`src/rtl/credit_link_pkg.sv`:
```
package credit_link_pkg;
  // bits needed to hold a count from 0 up to n inclusive
  function automatic int cnt_bits(input int n);
    return $clog2(n + 1);
  endfunction
endpackage

```
`src/rtl/cl_pipe.sv`:
```
module cl_pipe #(
  parameter int W      = 8,
  parameter int STAGES = 2
) (
  input  logic         clk,
  input  logic         rst,
  input  logic         d_vld,
  input  logic [W-1:0] d,
  output logic         q_vld,
  output logic [W-1:0] q
);
  generate
    if (STAGES == 0) begin : g_wire
      assign q_vld = d_vld;
      assign q     = d;
    end else begin : g_regs
      logic [STAGES-1:0] vld_sr;
      logic [W-1:0]      dat_sr [STAGES];
      always_ff @(posedge clk) begin
        if (rst) vld_sr <= '0;
        else     vld_sr <= {vld_sr[STAGES-2 >= 0 ? STAGES-2 : 0:0], d_vld} & {STAGES{1'b1}};
      end
      always_ff @(posedge clk) begin
        dat_sr[0] <= d;
        for (int i = 1; i < STAGES; i++) dat_sr[i] <= dat_sr[i-1];
      end
      assign q_vld = vld_sr[STAGES-1];
      assign q     = dat_sr[STAGES-1];
    end
  endgenerate
endmodule

```
`src/rtl/cl_sender.sv`:
```
module cl_sender #(
  parameter int FLIT_W = 16,
  parameter int DEPTH  = 16,
  parameter int CNT_W  = 5
) (
  input  logic              clk,
  input  logic              rst,
  input  logic              in_valid,
  output logic              in_ready,
  input  logic [FLIT_W-1:0] in_data,
  output logic              link_vld,
  output logic [FLIT_W-1:0] link_data,
  input  logic              crd_vld,
  input  logic [CNT_W-1:0]  crd_cnt,
  output logic [CNT_W-1:0]  credits
);
  logic [CNT_W-1:0] credit_q;
  logic [CNT_W:0]   credit_nx;
  logic             fire;

  assign in_ready = (credit_q != '0);
  assign fire     = in_valid && in_ready;
  assign credits  = credit_q;

  always_comb begin
    credit_nx = {1'b0, credit_q} - (CNT_W+1)'(fire);
    if (crd_vld) credit_nx = credit_nx + {1'b0, crd_cnt};
  end

  always_ff @(posedge clk) begin
    if (rst) begin
      credit_q <= CNT_W'(DEPTH);
      link_vld <= 1'b0;
    end else begin
      credit_q <= credit_nx[CNT_W-1:0];
      link_vld <= fire;
    end
  end

  always_ff @(posedge clk) begin
    if (fire) link_data <= in_data;
  end
endmodule

```
`src/rtl/cl_receiver.sv`:
```
module cl_receiver #(
  parameter int FLIT_W = 16,
  parameter int DEPTH  = 16,
  parameter int BATCH  = 3,
  parameter int CNT_W  = 5
) (
  input  logic              clk,
  input  logic              rst,
  input  logic              link_vld,
  input  logic [FLIT_W-1:0] link_data,
  output logic              out_valid,
  input  logic              out_ready,
  output logic [FLIT_W-1:0] out_data,
  output logic              crd_vld,
  output logic [CNT_W-1:0]  crd_cnt,
  output logic [CNT_W-1:0]  level,
  output logic [CNT_W-1:0]  pending
);
  localparam int AW = (DEPTH > 1) ? $clog2(DEPTH) : 1;

  logic [FLIT_W-1:0] mem [DEPTH];
  logic [AW-1:0]     wr_ptr, rd_ptr;
  logic [CNT_W-1:0]  level_q, pend_q, tot;
  logic              pop, flush;

  assign out_valid = (level_q != '0);
  assign out_data  = mem[rd_ptr];
  assign pop       = out_valid && out_ready;
  assign level     = level_q;
  assign pending   = pend_q;

  always_ff @(posedge clk) begin
    if (link_vld) mem[wr_ptr] <= link_data;
  end

  always_ff @(posedge clk) begin
    if (rst) begin
      wr_ptr  <= '0;
      rd_ptr  <= '0;
      level_q <= '0;
    end else begin
      if (link_vld) wr_ptr <= (wr_ptr == AW'(DEPTH-1)) ? '0 : wr_ptr + 1'b1;
      if (pop)      rd_ptr <= (rd_ptr == AW'(DEPTH-1)) ? '0 : rd_ptr + 1'b1;
      level_q <= level_q + CNT_W'(link_vld) - CNT_W'(pop);
    end
  end

  // credit batching: collect freed slots, flush on threshold or idle consumer
  assign tot   = pend_q + CNT_W'(pop);
  assign flush = (tot >= CNT_W'(BATCH)) || ((pend_q != '0) && !pop);

  always_ff @(posedge clk) begin
    if (rst) begin
      pend_q  <= '0;
      crd_vld <= 1'b0;
      crd_cnt <= '0;
    end else begin
      crd_vld <= flush;
      crd_cnt <= flush ? tot : '0;
      pend_q  <= flush ? '0 : tot;
    end
  end
endmodule

```
`src/rtl/credit_link.sv`:
```
module credit_link
  import credit_link_pkg::*;
#(
  parameter int FLIT_W       = 16,
  parameter int FIFO_DEPTH   = 16,
  parameter int BATCH_THRESH = 3,
  parameter int LINK_DLY     = 2,
  parameter int CRED_DLY     = 2
) (
  input  logic              clk,
  input  logic              rst,
  input  logic              in_valid,
  output logic              in_ready,
  input  logic [FLIT_W-1:0] in_data,
  output logic              out_valid,
  input  logic              out_ready,
  output logic [FLIT_W-1:0] out_data
);
  localparam int CNT_W = cnt_bits(FIFO_DEPTH);

  logic              tx_vld, rx_vld, snd_fire, rx_pop;
  logic [FLIT_W-1:0] tx_data, rx_data;
  logic              crd_tx_vld, crd_rx_vld;
  logic [CNT_W-1:0]  crd_tx_cnt, crd_rx_cnt;
  logic [CNT_W-1:0]  credits, level, pending;

  assign snd_fire = in_valid && in_ready;
  assign rx_pop   = out_valid && out_ready;

  cl_sender #(.FLIT_W(FLIT_W), .DEPTH(FIFO_DEPTH), .CNT_W(CNT_W)) u_snd (
    .clk(clk), .rst(rst), .in_valid(in_valid), .in_ready(in_ready), .in_data(in_data),
    .link_vld(tx_vld), .link_data(tx_data),
    .crd_vld(crd_rx_vld), .crd_cnt(crd_rx_cnt), .credits(credits)
  );

  cl_pipe #(.W(FLIT_W), .STAGES(LINK_DLY)) u_fwd (
    .clk(clk), .rst(rst), .d_vld(tx_vld), .d(tx_data), .q_vld(rx_vld), .q(rx_data)
  );

  cl_pipe #(.W(CNT_W), .STAGES(CRED_DLY)) u_ret (
    .clk(clk), .rst(rst), .d_vld(crd_tx_vld), .d(crd_tx_cnt), .q_vld(crd_rx_vld), .q(crd_rx_cnt)
  );

  cl_receiver #(.FLIT_W(FLIT_W), .DEPTH(FIFO_DEPTH), .BATCH(BATCH_THRESH), .CNT_W(CNT_W)) u_rcv (
    .clk(clk), .rst(rst), .link_vld(rx_vld), .link_data(rx_data),
    .out_valid(out_valid), .out_ready(out_ready), .out_data(out_data),
    .crd_vld(crd_tx_vld), .crd_cnt(crd_tx_cnt), .level(level), .pending(pending)
  );
endmodule

```
`config.mk`:
```
export PLATFORM = sky130hd
export DESIGN_NAME = credit_link
export DESIGN_NICKNAME = d
export VERILOG_FILES = /design/src/rtl/credit_link_pkg.sv /design/src/rtl/cl_pipe.sv /design/src/rtl/cl_sender.sv /design/src/rtl/cl_receiver.sv /design/src/rtl/credit_link.sv
export SDC_FILE = /design/constraint.sdc
export NUM_CORES = 1
export LEC_CHECK = 0
export CAP_MARGIN = 20
export CORE_UTILIZATION = 25
export DETAILED_ROUTE_END_ITERATION = 10
export PLACE_DENSITY = 0.47
export SLEW_MARGIN = 40
export SYNTH_ARGS = -nofsm -noshare
export SYNTH_HDL_FRONTEND = slang
export SYNTH_SLANG_ARGS = --single-unit
```
`constraint.sdc`:
```
create_clock -name clk -period 3.12 [get_ports clk]
set_clock_uncertainty 0.2 [all_clocks]
set_input_delay 0.936 -clock clk [delete_from_list [all_inputs] [get_ports clk]]
set_output_delay 0.936 -clock clk [all_outputs]
set_load 0.01 [all_outputs]
```
==> results by group <==
Outcome
  – Status: finished with violations
  – Failing checks: setup timing

Clocking
  – Total CTS buffers: 37
  – CTS H-tree depth: 2
  – CTS tree: done
  – Root Buffer: clkbuf_16
  – Worst skew pair latency: 0.54 ns
  – CTS Buffer Depth: 3
  – Clock transition at the registers of the reported paths: 0.06 ns
  – CTS Sinks: 352
  – Post-CTS Hold Buffers: 0

Placed design
  – Dpl cell area: 14500 µm²
  – Final HPWL DP: 16200 µm
  – Number of port buffers: 37
  – Global placer's final weighted congestion: 0.696
  – Placed Cells: 1398

Detailed routing
  – Detailed-route wire length per cell: 19.5 µm
  – Detailed Route Iter0 Violations: 368
  – Final wirelength: 28900 µm
  – Via Count: 6250
  – Vias/cell: 4.21
  – Post-route DRC: 0
  – DRT Pass-1 Iters: 5
  – Final ANT Viol Nets: 0

Worst hold path
  – Type of the most critical hold path: reg2reg

Worst setup path
  – Kind of critical path: reg2out
  – Critical path, cell by cell: buf_12, buf_12, mux4_1, a22oi_2, nand2_2, buf_6
  – Crit-path max FO: 5
  – CP Capture Type: output port
  – CP peak stage delay: 0.57 ns
  – Startpoint types: flop
  – CP arrival: 2.22 ns
  – Register-to-Register Setup Slack: 0.24 ns
  – Crit path required time: 1.98 ns
  – Worst path most repeated cell: buf_12
  – CP max stage cell: mux4_1

Pwr
  – Pleak: 5.39 nW
  – P per Cell Area: 732 nW/µm²
  – Max VDD drop: 0.350 mV

STA
  – Final setup viols: 16
  – Worst Tran Pin Value: 0.561 ns
  – Period minus WS final: 3.36 ns
  – Fmax: 298 MHz
  – Max-Slew Margin vs Limit: 62.6%
  – Hold_ws: 0.122 ns
  – Final hold viol count: 0
  – Unrepaired setup endpoints after global routing: yes
  – Max Slew Vio Count: 0
  – Final worst path period share: 108%
  – Setup ws final: -0.238 ns

Synthesis
  – Unique masters post-synth: 47
  – Synth cell count leaders: edfxtp_1, dfxtp_1, mux4_2
  – Async SR Flop Fraction: 0%
  – Post-synthesis sequential area ratio: 75.5%
  – Cell count after synthesis: 656
  – Area fraction of the dominant cell type after synthesis: 63.2%
  – Most frequent cell after synthesis: edfxtp_1
  – Ys flop type: edfxtp_1
  – Post-synthesis cell area: 12900 µm²
  – Yosys warning count: 0
  – Mean area per synthesized cell: 19.7 µm²
  – Yosys top cell by area: edfxtp_1
  – Top cells by area, synth: edfxtp_1, dfxtp_1, mux4_2
  – Post-synth EDFFs: 272
  – Number of synthesized register bits: 352

Global routing
  – Global-route wire length before repair: 43700 µm
  – Vias in the first global route: 6518
  – Largest net degree at the start of global routing: 21
  – Initial antenna violation count: 0
  – Grt total ovfl: 0
  – Total Routing Usage GR: 11.3%

Cells and area
  – Final core utilization: 31.9%
  – Ant diodes: 0
  – Layout Nets: 826
  – Non-Filler Instances: 1486
  – Post-route design area: 16100 µm²
  – Fill cells: 4890
  – Area growth from synthesis to layout: 24.6%
  – Share of post-route cells with drive strength above 1: 31.8%

Job
  – Max-Cap Viols: 0

Floorplan
  – Die Span Y: 229 µm
  – Initial Util: 25.6%
  – Die ar.: 52600 µm²
  – Core area: 50600 µm²
  – Standard-cell row count: 82
  – Die W: 229 µm
  – Io pins: 38
-- routing by layer --
metal / vias to the layer above / track usage [%] / wire length, µm
met1: 3238 / 14.5 / 12700
met5: - / 0 / 0
met2: 118 / 19.3 / 14600
met4: 0 / 3.83 / 644
li1: 2855 / - / -
met3: 39 / 1.97 / 1080
-- flip-flops by register name (all words and copies together) (netlist names), named ones only --
signal	cells
u_fwd.g_regs.dat_sr	32
u_fwd.g_regs.vld_sr	2
u_rcv.crd_cnt	5
u_rcv.crd_vld	1
u_rcv.level	5
u_rcv.mem	256
u_rcv.pending	5
u_rcv.rd_ptr	4
u_rcv.wr_ptr	4
u_ret.g_regs.dat_sr	10
u_ret.g_regs.vld_sr	2
u_snd.credits	5
u_snd.link_data	16
u_snd.link_vld	1
-- cell families after synthesis --
group,share of synthesized area [%]
buf+inv,2.12
other cells,0.0290
xor+xnor,0.745
fa+ha+maj,2.15
flops,75.5
compound gates,3.36
simple gates,4.13
mux,11.9
-- cells in the final DEF, fill, tap and decap left out, types with 5 or more instances in the layout --
cell / Yosys / routed
ha_1: 19 / 19
buf_12: 1 / 19
clkbuf_16: 0 / 38
mux4_2: 40 / 61
a21oi_1: 10 / 10
inv_1: 16 / 16
buf_4: 2 / 48
a22oi_2: 1 / 30
clkdlybuf4s50_1: 0 / 20
edfxtp_1: 272 / 272
nand3_1: 5 / 5
nor2_1: 20 / 19
xor2_1: 5 / 5
nor3b_1: 5 / 5
nand2_1: 29 / 18
and2_1: 18 / 17
dfxtp_1: 80 / 78
nand2_2: 0 / 11
buf_6: 6 / 21
nor2b_1: 12 / 10
xnor2_1: 6 / 6
a211oi_1: 5 / 5
clkbuf_1: 8 / 13
clkbuf_8: 1 / 6
-- report_power, final --
part           total (mW)  switching [mW]  internal (mW)
logic                2.04           0.859           1.18
clock network        4.28            1.78           2.50
registers            5.48           0.188           5.29
total                11.8            2.83           8.97
-- path summary, 6_finish.rpt --
check                                                 from                    endpoint  cells past startpoint
worst max-delay path                                  flop                 out_data[9]                      6
worst min-delay path            u_fwd.g_regs.dat_sr[0][15]  u_fwd.g_regs.dat_sr[0][31]                      0
worst max register to register              u_rcv.level[3]            u_rcv.pending[0]                     13
worst min register to register  u_fwd.g_regs.dat_sr[0][15]  u_fwd.g_regs.dat_sr[0][31]                      0
-- cell type report --
cell class / instances / area [µm²] / area share (%)
clock inverters: 10 / 100 / 0.621
multi-input cells: 262 / 3000 / 18.6
clock buffers: 58 / 1090 / 6.75
repair buffers: 115 / 1250 / 7.75
flip-flops and latches: 352 / 9770 / 60.7
inverters: 17 / 63.8 / 0.396
well taps: 672 / 841 / 5.22
-- per-stage QoR --
stage	setup TNS (ns)	total power, mW	setup WS [ns]
after floorplan	0	6.59	0.0502
after CTS	-4.79	12.0	-0.370
final	-3.05	11.8	-0.238
after detailed placement	-2.98	7.30	-0.304
after global placement	-2.83	7.29	-0.314
after global routing	-4.39	12.3	-0.342
-- critical path, delay by kind of cell (launching register included) --
family | cells | cell delay, ns
AOI/OAI and AO/OA | 1 | 0.23
buffers and inverters | 3 | 0.39
DFF | 1 | 0.38
muxes | 1 | 0.57
and+or+nand+nor | 1 | 0.12
-- repair_timing --
| action | CTS | global route |
|---|---|---|
| buffers inserted | 13 | 9 |
| gates cloned | 4 | 0 |
| gates resized for setup | 139 | 28 |
| setup endpoints to repair | 17 | 19 |
| pin swaps | 33 | 21 |
Note: power is estimated with default switching activity, not from simulation.
